==> src/rtl/eoi_pkg.sv <==
package eoi_pkg;
    localparam int KEY_W = 13;

    typedef struct packed {
        logic [KEY_W-1:0] key;
        logic [7:0]       prio;
    } stk_entry_t;

    typedef enum logic [1:0] {
        ST_EMPTY  = 2'd0,
        ST_NESTED = 2'd1,
        ST_FULL   = 2'd2
    } stk_state_t;

    // Comparison key: source processor bits kept only for identifiers 0..15
    function automatic logic [KEY_W-1:0] norm_key(input logic [23:0] id);
        logic sgi;
        sgi = (id[9:0] < 10'd16);
        return {(sgi ? id[12:10] : 3'b000), id[9:0]};
    endfunction
endpackage

==> src/rtl/eoi_filter.sv <==
module eoi_filter
    import eoi_pkg::*;
#(
    parameter int NUM_IRQ = 64
) (
    input  logic               wr_fire,
    input  logic [31:0]        wr_data,
    input  logic               wr_secure,
    input  logic               sec_disable,
    input  logic               eoimode_s,
    input  logic               eoimode_ns,
    input  logic [NUM_IRQ-1:0] irq_group,
    output logic               accept,
    output logic               mode_bit,
    output logic [KEY_W-1:0]   key
);
    localparam int          IRQ_W   = $clog2(NUM_IRQ);
    localparam logic [9:0]  IRQ_LIM = 10'(NUM_IRQ);

    logic [9:0] num;
    logic       grp1;
    logic       reserved;
    logic       blocked;

    always_comb begin
        num      = wr_data[9:0];
        key      = norm_key(wr_data[23:0]);
        reserved = (num >= 10'd1020);
        grp1     = (num < IRQ_LIM) ? irq_group[num[IRQ_W-1:0]] : 1'b0;
        blocked  = 1'b0;
        if (!sec_disable) begin
            if (wr_secure && grp1)                     blocked = 1'b1;
            if (!wr_secure && !grp1 && eoimode_s)      blocked = 1'b1;
        end
        accept   = wr_fire && !reserved && !blocked;
        mode_bit = wr_secure ? eoimode_s : eoimode_ns;
    end
endmodule

==> src/rtl/eoi_prio_stack.sv <==
module eoi_prio_stack
    import eoi_pkg::*;
#(
    parameter int DEPTH = 8
) (
    input  logic             clk,
    input  logic             rst_n,
    input  logic             push_req,
    input  logic [KEY_W-1:0] push_key,
    input  logic [7:0]       push_prio,
    input  logic             eoi_req,
    input  logic [KEY_W-1:0] eoi_key,
    output logic             push_ok,
    output logic             pop,
    output logic             mismatch,
    output logic             overflow,
    output logic [7:0]       run_prio
);
    localparam int IDX_W = (DEPTH > 1) ? $clog2(DEPTH) : 1;
    localparam int CNT_W = $clog2(DEPTH + 1);
    localparam logic [CNT_W-1:0] CNT_MAX = CNT_W'(DEPTH);

    stk_state_t       state_q, state_d;
    stk_entry_t       stk_q [DEPTH];
    logic [CNT_W-1:0] cnt_q, cnt_mid, cnt_d;
    stk_entry_t       top_mid;

    // Push first, then evaluate the write against the resulting top
    always_comb begin
        push_ok  = push_req && (state_q != ST_FULL);
        overflow = push_req && (state_q == ST_FULL);
        cnt_mid  = cnt_q + CNT_W'(push_ok);
        if (push_ok)
            top_mid = '{key: push_key, prio: push_prio};
        else if (cnt_q != '0)
            top_mid = stk_q[IDX_W'(cnt_q - 1'b1)];
        else
            top_mid = '{key: '0, prio: 8'hFF};
        pop      = eoi_req && (cnt_mid != '0) && (top_mid.key == eoi_key);
        mismatch = eoi_req && !pop;
        cnt_d    = cnt_mid - CNT_W'(pop);
    end

    always_comb begin
        state_d = state_q;
        unique case (state_q)
            ST_EMPTY:  if (cnt_d != '0)
                           state_d = (cnt_d == CNT_MAX) ? ST_FULL : ST_NESTED;
            ST_NESTED: if (cnt_d == '0)            state_d = ST_EMPTY;
                       else if (cnt_d == CNT_MAX)  state_d = ST_FULL;
            ST_FULL:   if (pop)
                           state_d = (cnt_d == '0) ? ST_EMPTY : ST_NESTED;
            default:   state_d = ST_EMPTY;
        endcase
    end

    always_ff @(posedge clk or negedge rst_n) begin
        if (!rst_n) begin
            state_q <= ST_EMPTY;
            cnt_q   <= '0;
        end else begin
            state_q <= state_d;
            cnt_q   <= cnt_d;
        end
    end

    always_ff @(posedge clk) begin
        if (push_ok)
            stk_q[IDX_W'(cnt_q)] <= '{key: push_key, prio: push_prio};
    end

    always_comb begin
        if (state_q == ST_EMPTY)
            run_prio = 8'hFF;
        else
            run_prio = stk_q[IDX_W'(cnt_q - 1'b1)].prio;
    end


    full_drop_chk: assert property (@(posedge clk) disable iff (!rst_n)
        (state_q == ST_FULL && push_req && !eoi_req) |=> (cnt_q == CNT_MAX));


    empty_prio_chk: assert property (@(posedge clk) disable iff (!rst_n)
        (pop && cnt_q == CNT_W'(1) && !push_req) |=> (run_prio == 8'hFF));


    pop_depth_chk: assert property (@(posedge clk) disable iff (!rst_n)
        (pop && !push_req) |=> (cnt_q == $past(cnt_q) - 1'b1));
endmodule

==> src/rtl/eoi_drop_unit.sv <==
module eoi_drop_unit
    import eoi_pkg::*;
#(
    parameter int          NUM_IRQ    = 64,
    parameter int          DEPTH      = 8,
    parameter int          ADDR_W     = 12,
    parameter logic [11:0] EOI_OFFSET = 12'h010
) (
    input  logic               clk,
    input  logic               rst_n,
    input  logic               wr_en,
    input  logic [ADDR_W-1:0]  wr_addr,
    input  logic [31:0]        wr_data,
    input  logic               wr_secure,
    input  logic               ack_valid,
    input  logic [23:0]        ack_id,
    input  logic [7:0]         ack_prio,
    input  logic               sec_disable,
    input  logic               eoimode_s,
    input  logic               eoimode_ns,
    input  logic [NUM_IRQ-1:0] irq_group,
    output logic [NUM_IRQ-1:0] active_o,
    output logic [7:0]         run_prio_o,
    output logic               err_o
);
    localparam int         IRQ_W   = $clog2(NUM_IRQ);
    localparam logic [9:0] IRQ_LIM = 10'(NUM_IRQ);

    logic             wr_fire, accept, mode_bit;
    logic [KEY_W-1:0] eoi_key;
    logic             push_ok, pop, mismatch, overflow;

    assign wr_fire = wr_en && (wr_addr == ADDR_W'(EOI_OFFSET));

    eoi_filter #(.NUM_IRQ(NUM_IRQ)) u_filter (
        .wr_fire    (wr_fire),
        .wr_data    (wr_data),
        .wr_secure  (wr_secure),
        .sec_disable(sec_disable),
        .eoimode_s  (eoimode_s),
        .eoimode_ns (eoimode_ns),
        .irq_group  (irq_group),
        .accept     (accept),
        .mode_bit   (mode_bit),
        .key        (eoi_key)
    );

    eoi_prio_stack #(.DEPTH(DEPTH)) u_stack (
        .clk      (clk),
        .rst_n    (rst_n),
        .push_req (ack_valid),
        .push_key (norm_key(ack_id)),
        .push_prio(ack_prio),
        .eoi_req  (accept),
        .eoi_key  (eoi_key),
        .push_ok  (push_ok),
        .pop      (pop),
        .mismatch (mismatch),
        .overflow (overflow),
        .run_prio (run_prio_o)
    );

    always_ff @(posedge clk or negedge rst_n) begin
        if (!rst_n) begin
            active_o <= '0;
            err_o    <= 1'b0;
        end else begin
            err_o <= mismatch || overflow;
            if (push_ok && ack_id[9:0] < IRQ_LIM)
                active_o[ack_id[IRQ_W-1:0]] <= 1'b1;
            if (pop && !mode_bit && wr_data[9:0] < IRQ_LIM)
                active_o[wr_data[IRQ_W-1:0]] <= 1'b0;
        end
    end


    reserved_ignore_chk: assert property (@(posedge clk) disable iff (!rst_n)
        (wr_fire && wr_data[9:0] >= 10'd1020 && !ack_valid)
        |=> ($stable(active_o) && $stable(run_prio_o) && !err_o));


    grp_block_chk: assert property (@(posedge clk) disable iff (!rst_n)
        (wr_fire && wr_secure && !sec_disable && !ack_valid
         && wr_data[9:0] < IRQ_LIM && irq_group[wr_data[IRQ_W-1:0]])
        |=> ($stable(run_prio_o) && $stable(active_o)));


    deactivate_chk: assert property (@(posedge clk) disable iff (!rst_n)
        (pop && !mode_bit && wr_data[9:0] < IRQ_LIM)
        |=> !active_o[$past(wr_data[IRQ_W-1:0])]);


    overflow_err_chk: assert property (@(posedge clk) disable iff (!rst_n)
        overflow |=> err_o);
endmodule

==> config.mk <==
export PLATFORM = sky130hd
export DESIGN_NAME = eoi_drop_unit
export DESIGN_NICKNAME = d
export VERILOG_FILES = /design/src/rtl/eoi_pkg.sv /design/src/rtl/eoi_filter.sv /design/src/rtl/eoi_prio_stack.sv /design/src/rtl/eoi_drop_unit.sv
export SDC_FILE = /design/constraint.sdc
export NUM_CORES = 1
export LEC_CHECK = 0
export CORE_UTILIZATION = 57
export DETAILED_ROUTE_END_ITERATION = 7
export DONT_BUFFER_PORTS = 1
export HOLD_SLACK_MARGIN = 0.12
export PLACE_DENSITY = 0.75
export SLEW_MARGIN = 20
export SYNTH_ARGS = -nofsm -noshare
export SYNTH_HDL_FRONTEND = slang
export SYNTH_SLANG_ARGS = --single-unit
==> constraint.sdc <==
create_clock -name clk -period 4.4 [get_ports clk]
set_input_delay 0.44 -clock clk [delete_from_list [all_inputs] [get_ports clk]]
set_output_delay 0.44 -clock clk [all_outputs]
set_load 0.05 [all_outputs]
==> results.toml, run 1 <==
[floorplanning]
core_sq_um = 18800
start_util_pct = 58.4
row_count = 50
die_y_microns = 141
io_pins = 221
die_area_sq_um = 19800
die_w_microns = 141

[yosys]
ys_types = 64
seq_area_frac_synth_pct = 62.3
synth_edf_count = 168
syn_inst = 830
syn_area_sq_um = 11000
ys_seq_elements = 239
postSynth.asyncResetShare_pct = 29.7
synth_flop_cell = "edfxtp_1"
syn_area_per_cell_sq_um = 13.2
yosys_warnings = 0
synth_nets = 984

[sta]
finalCriticalPeriod_ns = 4.14
post-route-period-util_pct = 94.1
worst_slew_pin_slew_ns = 1.09
fmaxAchievable_ghz = 0.242
fin_setup_tns_ns = 0
slew_violations = 0
skew_ns = 0.0108
setup_viol = 0
relSlewSlack_pct = 27.0
rsz0062_at_grt = "false"
hold_violations = 0

[critical_path]
critPathArrivalTime_ns = 4.52
slowest_stage = "mux2i_1"
crit_required_ns = 4.78
cpPeakStageDelay_ns = 0.44
crit_fanout = 15
crit_type = "reg -> reg"
crit_chain = "inv_1, ha_4, xor2_2, buf_6, mux2i_1, mux2i_1, o2111ai_1, a2111oi_2, nand4_1, nor4_4, ha_1, ha_1, xnor2_1, inv_1, nor3_2, a2111oi_2, o2bb2ai_1"
cp-end-kind = "flop"
worstSetupStartpointType = "flop"

[run_status]
status = "finished, final reports clean"

[clock_network]
clkSinkCount = 239
cts_made_buffers = 25
clock_path_buffers = 3
clk_pin_slew_ns = 0.07
cts_setup_buffers = 0
cts_tree = "done"
htreeDepth = 1
cts-root-buf = "clkbuf_16"
clk_latency_ns = 0.52

[finish]
fin_nets = 1016
final_common_cell = "edfxtp_1"
drive_gt1_share_pct = 15.2
layout_common_cells = "edfxtp_1, a21oi_1, dfrtp_1, nor2_1, nand2_1"
n_fill_cell = 1326
postLayoutCoreUtil_pct = 65.8
area_growth_pct = 12.7

[drt]
routed-via-count = 7873
route.detailed.drc = 0
drtIter0Drc = 836
ant_nets = 0
drt-total-wl_microns = 30100
wl_per_cell_microns = 27.0
avgViaCountPerCell = 7.06
first_pass_iters = 5

[min_path]
worstHoldPathType = "in -> reg"

[power_and_ir_drop]
p_per_area_nw_per_um2 = 365
p_leak_nw = 4.27
ir_drop_mv = 0.257

[global_routing]
antenna_found_initial = 1
grt_pass1_wl_microns = 45600
grtUsageTotal_pct = 30.7
first_global_vias = 7881
grt_max_degree = 72
gr-total-overflow = 0

[place]
place_hpwl_microns = 20300
portBuffers = 0
place_congestion = 0.925

[flow_run]
maxCapViolations = 0
worst max-delay path, delay by kind of cell (launching register included):
family	cells	cell delay, ns
compound gates	4	0.76
xor+xnor	2	0.36
fa+ha+maj	3	0.58
buf+inv	3	0.46
flops	1	0.43
mux	2	0.70
simple gates	3	0.73
stage by stage:
step	area (sq um)	total power, mW	instances	setup WS [ns]	hold WS [ns]
2_1_floorplan	11000	2.55	830	0.0346	0.144
3_3_place_gp	11300	2.56	1049	0.301	0.146
3_5_place_dp	11300	2.56	1049	0.217	0.145
4_1_cts	12300	4.51	1114	0.182	0.178
5_1_grt	12300	4.62	1114	0.0998	0.210
6_report	12300	4.50	1115	0.261	0.188
cells in the mapped netlist, types with 3 or more instances:
master     instances  area, sq um
a2111o_1           4         45.0
a2111oi_0          4         35.0
a211oi_1           5         37.5
a21oi_1           94          470
a221oi_1          16          140
a22oi_1            8         60.1
a31oi_1           45          282
and2_1             4         25.0
and3_1            11         68.8
and4b_1            3         30.0
buf_1              7         26.3
buf_2             11         55.1
buf_4              4         30.0
buf_6              5         56.3
clkbuf_1          19         71.3
dfrtp_1           71         1780
edfxtp_1         168         5040
ha_1               6         75.1
inv_1             20         75.1
mux2_2             5         56.3
mux2i_1           34          340
mux4_2            32          721
nand2_1           50          188
nand2b_1           5         31.3
nand3_1           21          105
nand3b_1           6         45.0
nand4_1            9         56.3
nor2_1            60          225
nor2b_1           10         62.6
nor3_1            23          115
nor4_1            10         62.6
nor4_2             3         37.5
o2111ai_1          3         26.3
o21ai_0            4         20.0
o221ai_1           5         43.8
o2bb2ai_1          3         26.3
o311a_1            3         30.0
o32ai_1            3         26.3
xnor2_1            4         35.0
xor2_1             3         26.3
layer usage:
metal  vias up  routed length [microns]  global-route usage (%)
li1       3354                        -                       -
met2       509                    14400                    48.8
met5         -                        0                       0
met1      3938                    11600                    41.9
met3        72                     3290                    7.74
met4         0                      777                    9.61
area by class of cell:
type / count / area, sq um / share of cell area (%)
Timing Repair Buffer: 51 / 492 / 3.98
Clock inverter: 14 / 72.6 / 0.588
Clock buffer: 31 / 679 / 5.50
Tap cell: 234 / 293 / 2.37
Sequential cell: 239 / 6820 / 55.3
Multi-Input combinational cell: 525 / 3910 / 31.7
Inverter: 20 / 75.1 / 0.608
Antenna cell: 1 / 2.50 / 0.0203
repair_timing:
item,CTS,global route
setup endpoints to repair,0,1
gates resized for setup,0,6
hold endpoints to repair,215,0
hold buffers,20,0
power by group:
| part | switching, mW | total (mW) | internal, mW | leakage (nW) |
|---|---|---|---|---|
| Combinational | 0.0950 | 0.150 | 0.0551 | 1.46 |
| Sequential | 0.00200 | 2.41 | 2.41 | 2.44 |
| Clock | 0.848 | 1.94 | 1.09 | 0.370 |
worst paths after layout:
kind	startpoint	end	slack, ns	cells after the start
setup / recovery	u_stack.cnt_q[0]	u_stack.state_q[0]	0.26	17
hold / removal	ack_valid	err_o	0.19	2
setup reg to reg	u_stack.cnt_q[0]	u_stack.state_q[0]	0.26	17
hold reg to reg	u_stack.state_q[1]	u_stack.state_q[1]	0.55	1
max in group asynchronous	rst_n	active_o[61]	3.62	2
min in group asynchronous	rst_n	active_o[19]	0.48	2
logic make-up (layout without fill, tap and decap cells):
logic type	Yosys count	after routing	share of synthesized area, %
other	0	1	0
buffers and inverters	66	116	2.87
and+or+nand+nor	229	229	10.7
muxes	71	71	10.2
AOI/OAI and AO/OA	210	210	12.4
adders and majority gates	6	6	0.685
xor gates and xnor gates	9	9	0.856
DFF	239	239	62.3
flip-flops by register name, summed over array words and instances, names as in the netlist:
name / count
active_o: 64
u_stack.stk_q: 168
u_stack.state_q: 2
u_stack.cnt_q: 4
err_o: 1
Power figures use the tool's default switching activity.
==> run 2, diff against run 1 <==
--- a/config.mk
+++ b/config.mk
@@ -6,6 +6,7 @@
 export NUM_CORES = 1
 export LEC_CHECK = 0
 export CORE_UTILIZATION = 57
+export CTS_BUF_LIST = sky130_fd_sc_hd__clkbuf_4 sky130_fd_sc_hd__clkbuf_8 sky130_fd_sc_hd__clkbuf_16
 export DETAILED_ROUTE_END_ITERATION = 7
 export DONT_BUFFER_PORTS = 1
 export HOLD_SLACK_MARGIN = 0.12
==> results.toml, run 2 (synthesized netlist as in run 1, its figures left out) <==
[finish]
area_growth_pct = 12.8
final_common_cell = "edfxtp_1"
top_regs = "u_stack.stk_q (168), active_o (64), u_stack.cnt_q (4)"
fin_nets = 1016
layout_common_cells = "edfxtp_1, a21oi_1, dfrtp_1, nor2_1, nand2_1"
drive_gt1_share_pct = 15.7
postLayoutCoreUtil_pct = 65.9
regMostFlops = "u_stack.stk_q"
largest_register_ffs = 168

[flow_run]
maxCapViolations = 0

[sta]
fmaxAchievable_ghz = 0.243
relSlewSlack_pct = 27.2
fin_setup_tns_ns = 0
skew_ns = 0.0155
worst_slew_pin_slew_ns = 1.08
post-route-period-util_pct = 93.4
setup_ws_ns = 0.290
finalCriticalPeriod_ns = 4.11
hold_violations = 0
rsz0062_at_grt = "false"
fin_hold_ws_ns = 0.189
setup_viol = 0
slew_violations = 0

[clock_network]
cts_tree = "done"
clk_latency_ns = 0.52
cts_setup_buffers = 0
cts-root-buf = "clkbuf_16"
cts_made_buffers = 25
clkSinkCount = 239
clock_path_buffers = 3
clk_pin_slew_ns = 0.07
htreeDepth = 1

[floorplanning]
row_count = 50
core_sq_um = 18800
die_w_microns = 141
start_util_pct = 58.4
die_y_microns = 141
die_area_sq_um = 19800
io_pins = 221

[drt]
drtIter0Drc = 921
topRoutingLayerUsed = "met4"
routed-via-count = 7883
route.detailed.drc = 0
met2WireLength_microns = 14400
drt-total-wl_microns = 30300
met1_length_microns = 11600
avgViaCountPerCell = 7.07
first_pass_iters = 5
ant_nets = 0
dr_wl_met3_microns = 3360
wl_per_cell_microns = 27.1

[global_routing]
grt_pass1_wl_microns = 45700
grt_max_degree = 72
first_global_vias = 7865
gr-total-overflow = 0
grtUsageTotal_pct = 30.7
antenna_found_initial = 1

[critical_path]
crit_fanout = 15
critPathArrivalTime_ns = 4.49
crit_required_ns = 4.78
crit_type = "reg -> reg"
crit_family = "compound AO/OA/AOI/OAI gates"
worstSetupStartpointType = "flop"
cp-end-kind = "flop"
crit_chain = "inv_1, ha_4, xor2_2, buf_6, mux2i_1, mux2i_1, o2111ai_1, a2111oi_2, nand4_1, nor4_4, ha_1, ha_1, xnor2_1, inv_1, nor3_2, a2111oi_2, o2bb2ai_1"
critPathBufInv = 3
slowest_stage = "mux2i_1"
cpPeakStageDelay_ns = 0.44

[place]
pre_cts_ws_ns = 0.217
place_hpwl_microns = 20300
portBuffers = 0
place_congestion = 0.925

[power_and_ir_drop]
ir_drop_mv = 0.283
p_leak_nw = 4.29
power_mw = 4.53
p_per_area_nw_per_um2 = 366

[min_path]
worstHoldPathType = "in -> reg"

[run_status]
status = "finished, final reports clean"
-- run 2: worst paths after layout --
path | cells after the start | startpoint | endpoint | slack, ns
max | 17 | u_stack.cnt_q[0] | u_stack.state_q[0] | 0.29
min | 2 | ack_valid | err_o | 0.19
max reg2reg | 17 | u_stack.cnt_q[0] | u_stack.state_q[0] | 0.29
min reg2reg | 1 | u_stack.state_q[1] | u_stack.state_q[1] | 0.56
max in group asynchronous | 2 | rst_n | active_o[24] | 3.61
min in group asynchronous | 2 | rst_n | active_o[19] | 0.50
-- run 2: stage by stage --
| stage | cell area, sq um | std cells |
|---|---|---|
| floorplan | 11000 | 830 |
| global placement | 11300 | 1049 |
| detailed placement | 11300 | 1049 |
| CTS | 12300 | 1114 |
| global route | 12400 | 1114 |
| finish | 12400 | 1115 |
-- run 2: metal layers --
metal  global-route usage, %  vias to the layer above
met3                    7.74                       86
met1                    42.2                     3916
li1                        -                     3354
met5                       0                        -
met4                    9.50                        0
met2                    48.8                      527
-- run 2: final cells by class --
cell class | count | area, sq um
clock buffer | 31 | 694
inverter | 20 | 75.1
clock inverter | 14 | 72.6
timing repair buffer | 51 | 492
antenna | 1 | 2.50
sequential | 239 | 6820
multi-input combinational | 525 | 3910
tap | 234 | 293
fill | 1328 | 6410
-- run 2: timing repair --
item / 4_1_cts / 5_1_grt
hold endpoints to repair: 215 / 0
gates resized for setup: 0 / 6
endpoints found under the setup margin: 0 / 1
hold buffers: 20 / 0
-- run 2: power breakdown --
group | switching, mW | internal (mW) | leakage [nW]
logic | 0.0949 | 0.0551 | 1.46
clock network | 0.848 | 1.12 | 0.384
registers | 0.00201 | 2.41 | 2.44
total | 0.945 | 3.58 | 4.29
==> run 3, diff against run 2 <==
--- a/config.mk
+++ b/config.mk
@@ -5,11 +5,13 @@
 export SDC_FILE = /design/constraint.sdc
 export NUM_CORES = 1
 export LEC_CHECK = 0
+export CAP_MARGIN = 20
 export CORE_UTILIZATION = 57
 export CTS_BUF_LIST = sky130_fd_sc_hd__clkbuf_4 sky130_fd_sc_hd__clkbuf_8 sky130_fd_sc_hd__clkbuf_16
 export DETAILED_ROUTE_END_ITERATION = 7
 export DONT_BUFFER_PORTS = 1
 export HOLD_SLACK_MARGIN = 0.12
+export MAX_ROUTING_LAYER = met4
 export PLACE_DENSITY = 0.75
 export SLEW_MARGIN = 20
 export SYNTH_ARGS = -nofsm -noshare
==> results.toml, run 3 (synthesized netlist as in run 1, its figures left out) <==
[drt]
avgViaCountPerCell = 7.04
drt-total-wl_microns = 30000
route.detailed.drc = 0
drtIter0Drc = 801
first_pass_iters = 5
routed-via-count = 7826
ant_nets = 0
wl_per_cell_microns = 27.0

[floorplanning]
row_count = 50
die_w_microns = 141
die_y_microns = 141
core_sq_um = 18800
io_pins = 221
die_area_sq_um = 19800
start_util_pct = 58.4

[critical_path]
cpPeakStageDelay_ns = 0.69
crit_start = "u_stack.cnt_q[0]"
cp-end-kind = "flop"
slowest_stage = "a2111oi_0"
crit_fanout = 24
crit_required_ns = 4.81
crit_chain = "inv_1, ha_4, buf_12, nor2b_1, a2111oi_0, nor4_1, nor4_1, nand4_1, nor4_4, ha_1, ha_1, xnor2_1, inv_1, nor3_2, a2111oi_0, o2bb2ai_1"
worstSetupStartpointType = "flop"
r2r-start = "u_stack.cnt_q[0]"
crit_type = "reg -> reg"
critPathArrivalTime_ns = 4.52
crit_family = "simple AND/OR/NAND/NOR gates"
critPathBufInv = 3

[sta]
fmaxAchievable_ghz = 0.243
fin_hold_ws_ns = 0.153
setup_viol = 0
hold_violations = 0
relSlewSlack_pct = 25.5
post-route-period-util_pct = 93.3
finalCriticalPeriod_ns = 4.11
slew_violations = 0
setup_ws_ns = 0.293
fin_setup_tns_ns = 0
worst_slew_pin_slew_ns = 1.11
skew_ns = 0.0113
rsz0062_at_grt = "false"

[place]
place_hpwl_microns = 20000
place_congestion = 0.998
pre_cts_ws_ns = 0.251
portBuffers = 0

[power_and_ir_drop]
p_per_area_nw_per_um2 = 372
p_leak_nw = 4.30
ir_drop_mv = 0.323
power_mw = 4.59

[finish]
top_regs = "u_stack.stk_q (168), active_o (64), u_stack.cnt_q (4)"
drive_gt1_share_pct = 15.6
area_growth_pct = 12.5
n_fill_cell = 1298
fin_nets = 1014
largest_register_ffs = 168
n_antenna_cell = 0
regMostFlops = "u_stack.stk_q"
final_common_cell = "edfxtp_1"
layout_common_cells = "edfxtp_1, a21oi_1, dfrtp_1, nor2_1, nand2_1"

[clock_network]
clock_path_buffers = 3
clkSinkCount = 239
clk_latency_ns = 0.53
clk_pin_slew_ns = 0.07
htreeDepth = 1
cts_tree = "done"
cts_made_buffers = 25
cts-root-buf = "clkbuf_16"

[global_routing]
grtUsageTotal_pct = 31.6
first_global_vias = 7803
grt_pass1_wl_microns = 45500
antenna_found_initial = 0
grt_max_degree = 72
gr-total-overflow = 0

[min_path]
worstHoldPathType = "in -> reg"
hp-start = "ack_valid"

[run_status]
status = "finished, final reports clean"

[flow_run]
maxCapViolations = 0
[run 3: cell count changes in the layout (fill, tap and decap cells not counted), sizes merged]
cell / change
buf: -2
clkinvlp: -1
clkinv: -4
clkbuf: +4
bufinv: +1
diode: -1
[run 3: per-stage QoR]
stage	std cells	util [%]	area, sq um
floorplan	830	-	11000
finish	1112	65.7	12300
CTS	1112	65.6	12300
detailed placement	1047	60.3	11300
global placement	1047	60.2	11300
global route	1112	65.7	12300
[run 3: what timing repair did]
action / CTS / global route
hold buffers: 20 / 0
buffers inserted: 0 / 0
hold endpoints to repair: 215 / 0
setup endpoints to repair: 0 / 1
gates resized for setup: 0 / 2
[run 3: final timing paths]
kind / cells past startpoint / endpoint / slack, ns
worst min register to register: 1 / u_stack.state_q[0] / 0.54
min in group asynchronous: 2 / u_stack.cnt_q[2] / 0.48
worst max register to register: 16 / u_stack.state_q[0] / 0.29
worst min-delay path: 2 / err_o / 0.15
max in group asynchronous: 2 / active_o[39] / 3.64
worst max-delay path: 16 / u_stack.state_q[0] / 0.29
[run 3: routing by layer]
| layer | track usage (%) | vias up | part of all wire [%] |
|---|---|---|---|
| li1 | - | 3340 | - |
| met1 | 42.1 | 3921 | 39 |
| met2 | 48.1 | 485 | 47 |
| met3 | 8.32 | 80 | 11 |
| met4 | 9.27 | 0 | 2.6 |
| met5 | - | - | 0 |
[run 3: layout make-up]
type | count | area (sq um) | area share, %
sequential | 239 | 6820 | 55.3
multi-input combinational | 525 | 3890 | 31.5
tap | 234 | 293 | 2.37
timing repair buffer | 49 | 464 | 3.76
inverter | 20 | 75.1 | 0.609
clock inverter | 10 | 77.6 | 0.629
clock buffer | 35 | 713 | 5.78
[run 3: where the power goes]
group,internal [mW],switching (mW)
Combinational,0.0550,0.0950
Sequential,2.41,0.00206
Clock,1.19,0.841
